===== config.mk =====
export PLATFORM = sky130hd
export DESIGN_NAME = clamp_req_ctrl
export DESIGN_NICKNAME = d
export VERILOG_FILES = /design/src/rtl/clamp_pkg.sv /design/src/rtl/clamp_sync2.sv /design/src/rtl/clamp_line_timer.sv /design/src/rtl/clamp_inhibit_fsm.sv /design/src/rtl/clamp_coast_mon.sv /design/src/rtl/clamp_offset_bank.sv /design/src/rtl/clamp_req_ctrl.sv
export SDC_FILE = /design/constraint.sdc
export NUM_CORES = 1
export LEC_CHECK = 0
export ABC_CLOCK_PERIOD_IN_PS = 1970
export CAP_MARGIN = 20
export CORE_MARGIN = 2
export CORE_UTILIZATION = 40
export DETAILED_ROUTE_END_ITERATION = 10
export PLACE_DENSITY = 0.71
export SKIP_CTS_REPAIR_TIMING = 1
export SYNTH_ARGS = -nofsm -noshare
export SYNTH_HDL_FRONTEND = slang
export SYNTH_SLANG_ARGS = --single-unit

===== constraint.sdc =====
create_clock -name clk -period 1.97 [get_ports clk]
set_input_delay 0.2955 -clock clk [delete_from_list [all_inputs] [get_ports clk]]
set_output_delay 0.2955 -clock clk [all_outputs]
set_load 0.01 [all_outputs]

===== src/rtl/clamp_pkg.sv =====
package clamp_pkg;
    localparam int NUM_CH = 3;
    localparam int SEL_W  = 2;
    localparam int OFS_W  = 9;
    localparam int CNT_W  = 8;

    localparam logic signed [OFS_W-1:0] OFS_LO = -9'sd24;
    localparam logic signed [OFS_W-1:0] OFS_HI = 9'sd136;

    typedef enum logic [1:0] {
        T_IDLE  = 2'd0,
        T_WAIT  = 2'd1,
        T_PULSE = 2'd2
    } tmr_state_t;

    typedef enum logic {
        I_PASS    = 1'b0,
        I_INHIBIT = 1'b1
    } inh_state_t;

    function automatic logic signed [OFS_W-1:0] clip_ofs(input logic signed [OFS_W-1:0] v);
        if (v < OFS_LO)      return OFS_LO;
        else if (v > OFS_HI) return OFS_HI;
        else                 return v;
    endfunction
endpackage


===== src/rtl/clamp_sync2.sv =====
module clamp_sync2 #(
    parameter int WIDTH = 1
) (
    input  logic             clk,
    input  logic             rst_n,
    input  logic [WIDTH-1:0] d_async,
    output logic [WIDTH-1:0] q_sync
);
    logic [WIDTH-1:0] stage1;

    always_ff @(posedge clk or negedge rst_n) begin
        if (!rst_n) begin
            stage1 <= '0;
            q_sync <= '0;
        end else begin
            stage1 <= d_async;
            q_sync <= stage1;
        end
    end
endmodule


===== src/rtl/clamp_line_timer.sv =====
module clamp_line_timer
    import clamp_pkg::*;
#(
    parameter int W = CNT_W
) (
    input  logic         clk,
    input  logic         rst_n,
    input  logic         hsync_ref,
    input  logic [W-1:0] start_dly,
    input  logic [W-1:0] width,
    output logic         pulse
);
    tmr_state_t   state, state_nx;
    logic [W-1:0] cnt, cnt_nx;
    logic         hs_d;
    logic         hs_rise;

    assign hs_rise = hsync_ref & ~hs_d;

    always_comb begin
        state_nx = state;
        cnt_nx   = cnt;
        unique case (state)
            T_IDLE: begin
                if (hs_rise && width != '0) begin
                    if (start_dly == '0) begin
                        state_nx = T_PULSE;
                        cnt_nx   = width - 1'b1;
                    end else begin
                        state_nx = T_WAIT;
                        cnt_nx   = start_dly - 1'b1;
                    end
                end
            end
            T_WAIT: begin
                if (cnt == '0) begin
                    state_nx = T_PULSE;
                    cnt_nx   = width - 1'b1;
                end else begin
                    cnt_nx = cnt - 1'b1;
                end
            end
            T_PULSE: begin
                if (cnt == '0) begin
                    state_nx = T_IDLE;
                end else begin
                    cnt_nx = cnt - 1'b1;
                end
            end
            default: begin
                state_nx = T_IDLE;
                cnt_nx   = '0;
            end
        endcase
    end

    always_ff @(posedge clk or negedge rst_n) begin
        if (!rst_n) begin
            state <= T_IDLE;
            cnt   <= '0;
            hs_d  <= 1'b0;
        end else begin
            state <= state_nx;
            cnt   <= cnt_nx;
            hs_d  <= hsync_ref;
        end
    end

    always_comb begin
        pulse = (state == T_PULSE);
    end
endmodule


===== src/rtl/clamp_inhibit_fsm.sv =====
module clamp_inhibit_fsm
    import clamp_pkg::*;
(
    input  logic       clk,
    input  logic       rst_n,
    input  logic       raw_req,
    input  logic       inhibit_en,
    input  logic       vs_sync,
    output inh_state_t state,
    output logic       clamp_req,
    output logic       blank
);
    inh_state_t state_nx;
    logic       want_inh;

    assign want_inh = inhibit_en & vs_sync;

    always_comb begin
        state_nx = state;
        unique case (state)
            I_PASS:    if (want_inh && !raw_req)  state_nx = I_INHIBIT;
            I_INHIBIT: if (!want_inh && !raw_req) state_nx = I_PASS;
            default:   state_nx = I_PASS;
        endcase
    end

    always_ff @(posedge clk or negedge rst_n) begin
        if (!rst_n) state <= I_PASS;
        else        state <= state_nx;
    end

    always_comb begin
        clamp_req = (state == I_PASS) && raw_req;
        blank     = clamp_req;
    end
endmodule


===== src/rtl/clamp_coast_mon.sv =====
module clamp_coast_mon (
    input  logic clk,
    input  logic rst_n,
    input  logic coast_en,
    input  logic vs_sync,
    input  logic hsync_ref,
    output logic coast,
    output logic coast_err
);
    logic vs_d, hs_d;
    logic vs_edge, hs_edge;

    assign vs_edge = vs_sync ^ vs_d;
    assign hs_edge = hsync_ref ^ hs_d;
    assign coast   = coast_en & vs_sync;

    always_ff @(posedge clk or negedge rst_n) begin
        if (!rst_n) begin
            vs_d      <= 1'b0;
            hs_d      <= 1'b0;
            coast_err <= 1'b0;
        end else begin
            vs_d      <= vs_sync;
            hs_d      <= hsync_ref;
            coast_err <= coast_en & vs_edge & hs_edge;
        end
    end
endmodule


===== src/rtl/clamp_offset_bank.sv =====
module clamp_offset_bank
    import clamp_pkg::*;
(
    input  logic                                clk,
    input  logic                                rst_n,
    input  logic                                wr_en,
    input  logic [SEL_W-1:0]                    wr_sel,
    input  logic signed [OFS_W-1:0]             wr_data,
    output logic [NUM_CH-1:0][OFS_W-1:0]        ofs
);
    logic signed [OFS_W-1:0] clipped;

    assign clipped = clip_ofs(wr_data);

    for (genvar g = 0; g < NUM_CH; g++) begin : g_ch
        always_ff @(posedge clk or negedge rst_n) begin
            if (!rst_n)
                ofs[g] <= '0;
            else if (wr_en && wr_sel == SEL_W'(g))
                ofs[g] <= clipped;
        end
    end
endmodule


===== src/rtl/clamp_req_ctrl.sv =====
module clamp_req_ctrl
    import clamp_pkg::*;
(
    input  logic                    clk,
    input  logic                    rst_n,
    input  logic                    src_ext,
    input  logic                    inhibit_en,
    input  logic                    coast_en,
    input  logic [CNT_W-1:0]        clamp_start,
    input  logic [CNT_W-1:0]        clamp_width,
    input  logic                    hsync_ref,
    input  logic                    ext_clamp,
    input  logic                    vsync,
    input  logic                    ofs_we,
    input  logic [SEL_W-1:0]        ofs_sel,
    input  logic signed [OFS_W-1:0] ofs_wdata,
    output logic                    clamp_req,
    output logic                    blank,
    output logic                    coast,
    output logic                    coast_err,
    output logic signed [OFS_W-1:0] ofs_ch0,
    output logic signed [OFS_W-1:0] ofs_ch1,
    output logic signed [OFS_W-1:0] ofs_ch2
);
    logic [1:0]                   sync_q;
    logic                         ext_sync, vs_sync;
    logic                         int_pulse, raw_req;
    inh_state_t                   inh_state;
    logic [NUM_CH-1:0][OFS_W-1:0] ofs;

    clamp_sync2 #(.WIDTH(2)) i_sync (
        .clk(clk), .rst_n(rst_n),
        .d_async({vsync, ext_clamp}),
        .q_sync(sync_q)
    );
    assign ext_sync = sync_q[0];
    assign vs_sync  = sync_q[1];

    clamp_line_timer #(.W(CNT_W)) i_timer (
        .clk(clk), .rst_n(rst_n),
        .hsync_ref(hsync_ref),
        .start_dly(clamp_start),
        .width(clamp_width),
        .pulse(int_pulse)
    );

    assign raw_req = src_ext ? ext_sync : int_pulse;

    clamp_inhibit_fsm i_inh (
        .clk(clk), .rst_n(rst_n),
        .raw_req(raw_req),
        .inhibit_en(inhibit_en),
        .vs_sync(vs_sync),
        .state(inh_state),
        .clamp_req(clamp_req),
        .blank(blank)
    );

    clamp_coast_mon i_coast (
        .clk(clk), .rst_n(rst_n),
        .coast_en(coast_en),
        .vs_sync(vs_sync),
        .hsync_ref(hsync_ref),
        .coast(coast),
        .coast_err(coast_err)
    );

    clamp_offset_bank i_ofs (
        .clk(clk), .rst_n(rst_n),
        .wr_en(ofs_we),
        .wr_sel(ofs_sel),
        .wr_data(ofs_wdata),
        .ofs(ofs)
    );

    assign ofs_ch0 = ofs[0];
    assign ofs_ch1 = ofs[1];
    assign ofs_ch2 = ofs[2];
endmodule


==> results of run 1 <==
-- registers in the layout, summed over array words and instances, names as in the netlist, named ones only --
signal	count
i_coast.coast_err	1
i_coast.hs_d	1
i_coast.vs_d	1
i_ofs.ofs	27
i_sync.q_sync	2
i_sync.stage1	2
i_timer.cnt	8
i_timer.state	2
-- cells by family (layout without fill, tap and decap cells) --
| family | Yosys count | count (layout) |
|---|---|---|
| AOI/OAI and AO/OA | 66 | 66 |
| xor gates and xnor gates | 15 | 15 |
| adders and majority gates | 7 | 7 |
| buffers and inverters | 24 | 128 |
| DFF | 45 | 45 |
| muxes | 3 | 3 |
| and+or+nand+nor | 97 | 97 |
-- where the power goes --
group,leakage (nW),internal [mW],switching (mW)
clock,0.0433,0.277,0.303
combinational,0.976,0.891,0.781
sequential,0.563,1.11,0.168
total,1.58,2.28,1.25
-- cell type report --
| type | count | area [µm²] | area share |
|---|---|---|---|
| multi-input cells | 188 | 1190 | 0.338 |
| flip-flops and latches | 45 | 1130 | 0.320 |
| repair buffers | 107 | 968 | 0.275 |
| well taps | 75 | 93.8 | 0.0266 |
| clock buffers | 6 | 82.6 | 0.0234 |
| inverters | 14 | 52.6 | 0.0149 |
| clock inverters | 1 | 7.51 | 0.00213 |
-- per-stage QoR --
step | utilization | total power [mW] | instance area [µm²] | TNS, ps
after global placement | 0.580 | 2.82 | 3370 | -428
after CTS | 0.595 | 3.44 | 3460 | -637
final | 0.606 | 3.54 | 3520 | 0
after detailed placement | 0.580 | 2.85 | 3370 | -832
after floorplan | - | 2.12 | 2370 | 0
after global routing | 0.606 | 3.79 | 3520 | 0
-- layout by cell type, fill, tap and decap left out, types with 6 or more instances in the layout --
master	instances
xnor2_1	6
inv_1	14
buf_4	41
xor2_1	9
ha_1	6
o21ai_0	32
dfrtp_1	44
o21ai_1	6
nand2_1	47
nor2_1	17
clkdlybuf4s50_1	63
clkbuf_8	6
-- routing by layer --
layer | wire length, µm | global-route usage | up-vias
met5 | 0 | 0 | -
met3 | 295 | 0.0311 | 16
met4 | 125 | 0.0712 | 0
met2 | 3030 | 0.345 | 66
met1 | 2720 | 0.251 | 1031
li1 | - | - | 1101
-- critical path, cell delays in order (launching register included) --
cell      delay, ps
dfrtp_1         360
inv_1            60
ha_2            190
nor3b_4         160
and2_4          170
buf_4           130
a22o_2          280
a222oi_1        350
o21ai_1         100
-- final timing paths --
kind | start | end | slack, ps | depth (start not counted)
worst max-delay path | i_timer.cnt[0] | i_timer.cnt[0] | 50 | 8
worst min-delay path | rst_n | i_ofs.ofs[11] | 70 | 2
worst max register to register | i_timer.cnt[0] | i_timer.cnt[0] | 50 | 8
worst min register to register | i_sync.stage1[1] | i_sync.q_sync[1] | 360 | 0
max in group asynchronous | rst_n | i_timer.state[0] | 1470 | 2
min in group clk | i_sync.stage1[1] | i_sync.q_sync[1] | 360 | 0
==> results.sh, run 1 <==
export IMPL_outcome="finished clean"
export IMPL_fmax_mhz=521
export IMPL_track_usage=0.199
export IMPL_dieArea_um2=6560
export IMPL_ys_seq_elements=45
export IMPL_clock_latency_ps=290
export IMPL_synth_simple_area_share=0.201
export IMPL_die_y_um=81.0
export IMPL_crit_path_end_kind="register"
export IMPL_fin_cells=436
export IMPL_drive_gt1_frac=0.183
export IMPL_grt_max_degree=46
export IMPL_dp_cells=428
export IMPL_synth_area_leaders="dfrtp_1 (48%), nand2_1 (7.4%), o21ai_0 (7.2%)"
export IMPL_synth_top_family_by_area="simple AND/OR/NAND/NOR gates"
export IMPL_report_final_hold_viol_count=0
export IMPL_maxSlewViolCount=0
export IMPL_nFillCells=526
export IMPL_synthMuxAreaShare=0.0132
export IMPL_cts_root_buffer="clkbuf_8"
export IMPL_drt_iter0_markers=136
export IMPL_synth_nets=300
export IMPL_firstDrtPassIters=7
export IMPL_cts_tree="yes"
export IMPL_vias_per_cell=5.08
export IMPL_powerDensity_nw_per_um2=1000
export IMPL_die_w_um=81.0
export IMPL_drc=0
export IMPL_setup_viol_count_final=0
export IMPL_ys_top_cells_by_count="nand2_1 (47), dfrtp_1 (45), o21ai_0 (34), nor2_1 (17), inv_1 (14)"
export IMPL_cts_max_level=2
export IMPL_grt_overflow_total=0
export IMPL_grt_pass1_wl_mm=10.1
export IMPL_gp_congestion=0.901
export IMPL_antenna_cells=0
export IMPL_area_growth_pct=48.7
export IMPL_layout_min_cycle_time_ps=1920
export IMPL_cts_made_buffers=5
export IMPL_yosysTopAreaCellShare=0.475
export IMPL_whs_ps=71.7
export IMPL_cts_clk_slew_worst_paths_ps=80
export IMPL_num_nets_final=404
export IMPL_syn_avg_cell_area_um2=9.22
export IMPL_initial_core_util=0.407
export IMPL_synth_compound_area_frac=0.176
export IMPL_wl_per_cell_um=14.1
export IMPL_power_leakage_nw=1.58
export IMPL_netlist_area_um2=2370
export IMPL_grt_pass1_vias=2243
export IMPL_fin_crit_sh=0.974
export IMPL_port_buffers=66
export IMPL_synth_main_ff_cell="dfrtp_1"
export IMPL_cp_required_ps=2140
export IMPL_yosysMostFrequentCell="nand2_1"
export IMPL_relSlewSlack=0.624
export IMPL_ant_nets=0
export IMPL_yosys_area_share_adder=0.0370
export IMPL_cp_max_fo=6
export IMPL_rsz0062_at_grt="true"
export IMPL_clock_sinks=45
export IMPL_drv_cap=0
export IMPL_hp_class="in -> async"
export IMPL_synth_cells=257
export IMPL_hpwl_mm=4.76
export IMPL_synth_async_reset_ratio=1.00
export IMPL_num_rows=28
export IMPL_ir_worst_vdd_mv=0.686
export IMPL_clock_path_buffers=2
export IMPL_ys_warnings_count=0
export IMPL_worstMarginPinSlew_ps=564
export IMPL_synth_cell_type_count=49
export IMPL_yosysSeqAreaShare=0.475
export IMPL_ioPinCount=67
export IMPL_core_area_um2=5820
export IMPL_critPathLaunchType="register"
export IMPL_antenna_found_initial=0
export IMPL_pre_cts_slack_ps=-177
export IMPL_path_class="reg -> reg"
export IMPL_synth_xor_area_frac=0.0554
export IMPL_cp_arrival_ps=2090
export IMPL_vias=2214
export IMPL_setup_slack_ps=51.7
export IMPL_synth_edf_count=0
export IMPL_synth_area_leader_cell="dfrtp_1"
export IMPL_wl_mm=6.17
export IMPL_fin_worst_skew_ps=6.57
Note: power is estimated with default switching activity, not from simulation.
==> run 2, diff against run 1 <==
--- a/config.mk
+++ b/config.mk
@@ -5,12 +5,13 @@
 export SDC_FILE = /design/constraint.sdc
 export NUM_CORES = 1
 export LEC_CHECK = 0
-export ABC_CLOCK_PERIOD_IN_PS = 1970
+export ABC_CLOCK_PERIOD_IN_PS = 2100
 export CAP_MARGIN = 20
+export CORE_ASPECT_RATIO = 1.25
 export CORE_MARGIN = 2
 export CORE_UTILIZATION = 40
 export DETAILED_ROUTE_END_ITERATION = 10
-export PLACE_DENSITY = 0.71
+export PLACE_DENSITY = 0.69
 export SKIP_CTS_REPAIR_TIMING = 1
 export SYNTH_ARGS = -nofsm -noshare
 export SYNTH_HDL_FRONTEND = slang
==> constraint.sdc (replaced) <==
create_clock -name clk -period 2.1 [get_ports clk]
set_input_delay 0.315 -clock clk [delete_from_list [all_inputs] [get_ports clk]]
set_output_delay 0.315 -clock clk [all_outputs]
set_load 0.01 [all_outputs]
==> run 2 against run 1 <==
  * Wire length down 2.1%
  * Power decreased by 9.5%
  * Combinational power decreased by 15%
  * Count of clock-buffer cells in the layout up 1
  * Sequential cell count unchanged
  * Critical endpoint is now i_timer.cnt[1]
  * Clock skew down 0.92 ps
  * Fmax fell by 3.3%
  * Final cell count decreased by 4.1%
  * Critical path depth unchanged
  * Clock power is 1% lower
  * Via count shrank 3.5%
==> results.sh, run 2 (same netlist as run 1, synthesis figures left out) <==
export IMPL_reg_largest_list="i_ofs.ofs x27, i_timer.cnt x8"
export IMPL_ant_nets=0
export IMPL_clock_latency_ps=290
export IMPL_drt_iter0_markers=113
export IMPL_grt_overflow_total=0
export IMPL_power_leakage_nw=1.51
export IMPL_die_w_um=72.8
export IMPL_r2r_cells=8
export IMPL_reg2reg_to="i_timer.cnt[1]"
export IMPL_grt_max_degree=25
export IMPL_drc=0
export IMPL_area_growth_pct=44.0
export IMPL_fin_crit_sh=0.944
export IMPL_die_y_um=90.1
export IMPL_wl_mm=6.04
export IMPL_cp_arrival_ps=2150
export IMPL_cp_max_fo=6
export IMPL_path_class="reg -> reg"
export IMPL_clock_path_buffers=2
export IMPL_hpwl_mm=4.81
export IMPL_cts_root_buffer="clkbuf_8"
export IMPL_rsz0062_at_grt="false"
export IMPL_clock_sinks=45
export IMPL_num_rows=31
export IMPL_largest_register="i_ofs.ofs"
export IMPL_critPathLaunchType="register"
export IMPL_vias_per_cell=5.11
export IMPL_dp_cells=410
export IMPL_final_cell_mix="clkdlybuf4s50_1 (65), nand2_1 (47), dfrtp_1 (45)"
export IMPL_fmax_mhz=504
export IMPL_antenna_found_initial=0
export IMPL_num_nets_final=394
export IMPL_core_area_um2=5780
export IMPL_place_area_um2=3290
export IMPL_report_final_hold_viol_count=0
export IMPL_worstMarginPinSlew_ps=569
export IMPL_cts_clk_slew_worst_paths_ps=80
export IMPL_cts_max_level=2
export IMPL_fin_cells=418
export IMPL_fin_worst_skew_ps=5.64
export IMPL_ir_worst_vdd_mv=0.506
export IMPL_grt_pass1_wl_mm=10.2
export IMPL_gp_congestion=0.870
export IMPL_setup_viol_count_final=0
export IMPL_initial_core_util=0.410
export IMPL_dieArea_um2=6560
export IMPL_maxSlewViolCount=0
export IMPL_wirelength_met1_mm=2.46
export IMPL_ioPinCount=67
export IMPL_powerDensity_nw_per_um2=938
export IMPL_antenna_cells=0
export IMPL_cp_required_ps=2270
export IMPL_wl_met3_um=345
export IMPL_wl_per_cell_um=14.5
export IMPL_vias=2136
export IMPL_layout_min_cycle_time_ps=1980
export IMPL_track_usage=0.198
export IMPL_cts_tree="yes"
export IMPL_final_area_um2=3410
export IMPL_grt_pass1_vias=2174
export IMPL_largest_register_ffs=27
export IMPL_top_layer="met4"
export IMPL_final_common_cell="clkdlybuf4s50_1"
export IMPL_drive_gt1_frac=0.142
export IMPL_relSlewSlack=0.619
export IMPL_outcome="finished clean"
export IMPL_firstDrtPassIters=4
export IMPL_port_buffers=66
export IMPL_timing_rr_start="i_timer.cnt[0]"
export IMPL_drv_cap=0
export IMPL_route_met2_wl_mm=3.14
export IMPL_cts_made_buffers=5
export IMPL_power_mw=3.20
export IMPL_reg2reg_slack_ps=120
export IMPL_crit_path_end_kind="register"
export IMPL_hp_class="in -> async"
[run 2: changes by cell type in the layout (fill, tap and decap cells not counted), sizes merged]
cell           previous run  this run
clkdlybuf4s50            63        65
clkinv                    0         1
dlymetal6s2s              2         0
clkbuf                    6         7
buf                      42        32
clkinvlp                  1         0
[run 2: worst max-delay path by stage]
stage,end,from,cells after the start
5_1_grt,i_timer.cnt[1],i_timer.cnt[1],8
6_report,i_timer.cnt[1],i_timer.cnt[0],8
3_3_place_gp,i_timer.cnt[1],clamp_start[0],7
2_1_floorplan,i_timer.cnt[0],i_timer.cnt[0],8
3_5_place_dp,i_timer.cnt[1],clamp_start[0],7
4_1_cts,i_timer.cnt[0],i_timer.cnt[1],7
[run 2: per-layer routing]
layer / track usage / vias up
li1: - / 1078
met1: 0.235 / 995
met2: 0.348 / 54
met3: 0.0493 / 9
met4: 0.0556 / 0
met5: 0 / -
[run 2: worst max-delay path, stage by stage, from the launching register on]
cell and delay [ps]:
dfrtp_1 370, inv_1 60, ha_1 220, nor3b_2 180, and2_0 180, buf_4 160
a22o_2 270, a221oi_1 300, o21ai_0 130
[run 2: cell type report]
| type | count | area, µm² |
|---|---|---|
| flip-flops and latches | 45 | 1130 |
| well taps | 66 | 82.6 |
| multi-input cells | 188 | 1160 |
| fillers | 506 | 2370 |
| inverters | 14 | 52.6 |
| clock buffers | 7 | 96.3 |
| clock inverters | 1 | 5.00 |
| repair buffers | 97 | 888 |
[run 2: report_power, final]
part	internal (mW)	switching [mW]	leakage (nW)	total [mW]
combinational	0.724	0.699	0.890	1.42
clock	0.297	0.276	0.0542	0.573
sequential	1.04	0.161	0.564	1.20
total	2.07	1.14	1.51	3.20
[run 2: stage by stage]
step / setup slack, ps / util / hold WS (ps) / TNS (ps)
6_report: 117 / 0.590 / 6.18 / 0
5_1_grt: 11.3 / 0.590 / 41.2 / 0
4_1_cts: 6.72 / 0.587 / 21.3 / 0
3_5_place_dp: -64.3 / 0.570 / 335 / -226
3_3_place_gp: -51.0 / 0.570 / 327 / -129
2_1_floorplan: 251 / - / 19.4 / 0
==> run 3, diff against run 2 <==
--- a/config.mk
+++ b/config.mk
@@ -7,11 +7,13 @@
 export LEC_CHECK = 0
 export ABC_CLOCK_PERIOD_IN_PS = 2100
 export CAP_MARGIN = 20
+export CELL_PAD_IN_SITES_DETAIL_PLACEMENT = 0
+export CELL_PAD_IN_SITES_GLOBAL_PLACEMENT = 2
 export CORE_ASPECT_RATIO = 1.25
 export CORE_MARGIN = 2
-export CORE_UTILIZATION = 40
+export CORE_UTILIZATION = 28
 export DETAILED_ROUTE_END_ITERATION = 10
-export PLACE_DENSITY = 0.69
+export PLACE_DENSITY_LB_ADDON = 0.1
 export SKIP_CTS_REPAIR_TIMING = 1
 export SYNTH_ARGS = -nofsm -noshare
 export SYNTH_HDL_FRONTEND = slang
==> run 3 against run 2 <==
  * Power increased by 6.6%
  * Non-clock buffer count is 19 higher
  * Final cell count grew 12%
  * Clock skew down 2.6 ps
  * Register-to-register slack worse by 30 ps
  * Sequential power barely moved
  * Count of clock-buffer cells in the layout down 1
  * Critical path depth is 1 higher
  * Setup slack worse by 30 ps
  * Utilization is 15 points lower
  * Largest power group unchanged
==> results.sh, run 3 (same netlist as run 1, synthesis figures left out) <==
export IMPL_outcome="finished clean"
export IMPL_crit_chain="inv_2, ha_4, nor3b_4, buf_6, a21boi_2, or2_4, a222oi_1, buf_4, o21ai_1"
export IMPL_power_leakage_nw=1.62
export IMPL_cts_tree="yes"
export IMPL_multi_input_area_um2=1200
export IMPL_cp_startpoint="i_timer.cnt[1]"
export IMPL_fmax_mhz=497
export IMPL_path_class="reg -> reg"
export IMPL_fin_worst_skew_ps=3.09
export IMPL_grt_pass1_wl_mm=11.2
export IMPL_num_rows=37
export IMPL_num_nets_final=413
export IMPL_cp_slowest_cell="a222oi_1"
export IMPL_setup_viol_count_final=0
export IMPL_cp_required_ps=2280
export IMPL_cts_max_level=2
export IMPL_cp_max_fo=5
export IMPL_area_growth_pct=53.1
export IMPL_die_y_um=107
export IMPL_wl_mm=6.97
export IMPL_hp_start="i_sync.stage1[0]"
export IMPL_largest_register_ffs=27
export IMPL_antenna_found_initial=0
export IMPL_report_final_hold_viol_count=0
export IMPL_grt_overflow_total=0
export IMPL_gp_congestion=0.798
export IMPL_power_mw=3.41
export IMPL_cts_clk_slew_worst_paths_ps=90
export IMPL_wl_per_cell_um=14.9
export IMPL_drt_iter0_markers=57
export IMPL_cp_arrival_ps=2190
export IMPL_fin_crit_sh=0.958
export IMPL_critPathTopFamily="compound AO/OA/AOI/OAI gates"
export IMPL_port_buffers=66
export IMPL_largest_register="i_ofs.ofs"
export IMPL_ir_worst_vdd_mv=0.370
export IMPL_ioPinCount=67
export IMPL_tns_ps=0
export IMPL_cts_root_buffer="clkbuf_8"
export IMPL_grt_max_degree=19
export IMPL_clock_sinks=45
export IMPL_core_area_um2=8240
export IMPL_firstDrtPassIters=5
export IMPL_reg_largest_list="i_ofs.ofs x27, i_timer.cnt x8"
export IMPL_final_common_cell="clkdlybuf4s50_1"
export IMPL_antenna_cells=0
export IMPL_path_depth=9
export IMPL_ant_nets=0
export IMPL_dieArea_um2=9220
export IMPL_cts_made_buffers=5
export IMPL_seq_area_um2=1130
export IMPL_drc=0
export IMPL_vias=2217
export IMPL_hp_class="reg -> reg"
export IMPL_grt_pass1_vias=2308
export IMPL_relSlewSlack=0.636
export IMPL_vias_per_cell=4.74
export IMPL_clock_path_buffers=2
export IMPL_hpwl_mm=5.73
export IMPL_die_w_um=86.3
export IMPL_final_cell_mix="clkdlybuf4s50_1 (63), buf_4 (48), nand2_1 (47)"
export IMPL_powerDensity_nw_per_um2=941
export IMPL_initial_core_util=0.288
export IMPL_nFillCells=853
export IMPL_max_stage_delay_ps=410
export IMPL_worstMarginPinSlew_ps=533
export IMPL_track_usage=0.159
export IMPL_clock_latency_ps=290
export IMPL_hold_depth=0
export IMPL_drive_gt1_frac=0.194
export IMPL_critical_path_buf_inv_count=3
export IMPL_drv_cap=0
export IMPL_maxSlewViolCount=0
export IMPL_crit_path_end_kind="register"
export IMPL_timing_rr_start="i_timer.cnt[1]"
export IMPL_rsz0062_at_grt="false"
export IMPL_r2r_cells=9
export IMPL_critPathLaunchType="register"
export IMPL_layout_min_cycle_time_ps=2010
-- run 3: changes by cell type in the layout (fill, tap and decap cells not counted), moves of 2 or more --
cell             before  now
buf_4                31   48
clkbuf_8              7    5
clkdlybuf4s50_1      65   63
clkinvlp_4            0    2
dlymetal6s2s_1        0    2
inv_1                14   12
inv_2                 0    2
-- run 3: final cells by class --
type / instances / area share
multi-input combinational: 188 / 0.330
sequential: 45 / 0.310
clock buffer: 6 / 0.0200
tap: 97 / 0.0335
clock inverter: 2 / 0.00414
inverter: 14 / 0.0145
timing repair buffer: 116 / 0.287
-- run 3: path summary, 6_finish.rpt --
path,endpoint,slack [ps]
max,i_timer.cnt[2],90
min,i_sync.q_sync[0],350
max reg2reg,i_timer.cnt[2],90
min reg2reg,i_sync.q_sync[0],350
max in group asynchronous,i_ofs.ofs[9],1120
min in group asynchronous,i_timer.state[1],440
-- run 3: worst reg2reg max path, delay by kind of cell (launching register included) --
kind / cells / cell delay [ps]
DFF: 1 / 400
adders and majority gates: 1 / 150
and+or+nand+nor: 2 / 460
AOI/OAI and AO/OA: 3 / 510
buffers and inverters: 3 / 390
-- run 3: power breakdown --
part           total, mW  switching (mW)  leakage, nW  internal (mW)
logic               1.69           0.791         1.02          0.902
clock network      0.535           0.300       0.0374          0.235
registers           1.18           0.140        0.564           1.04
-- run 3: metal layers --
layer,share of wire,GRT usage,vias to the layer above
met5,0,0,-
met4,0.025,0.0525,0
met3,0.045,0.0362,12
met2,0.54,0.308,48
met1,0.39,0.166,1043
li1,-,-,1114
-- run 3: metrics by stage --
stage | setup slack (ps) | cells | util | cell area, µm² | hold WS [ps]
finish | 87.3 | 468 | 0.440 | 3630 | 353
global route | 7.78 | 468 | 0.440 | 3630 | 379
CTS | -181 | 467 | 0.431 | 3550 | -107
detailed placement | -166 | 459 | 0.421 | 3470 | 225
global placement | -202 | 459 | 0.421 | 3470 | 224
floorplan | 251 | 257 | - | 2370 | 19.4
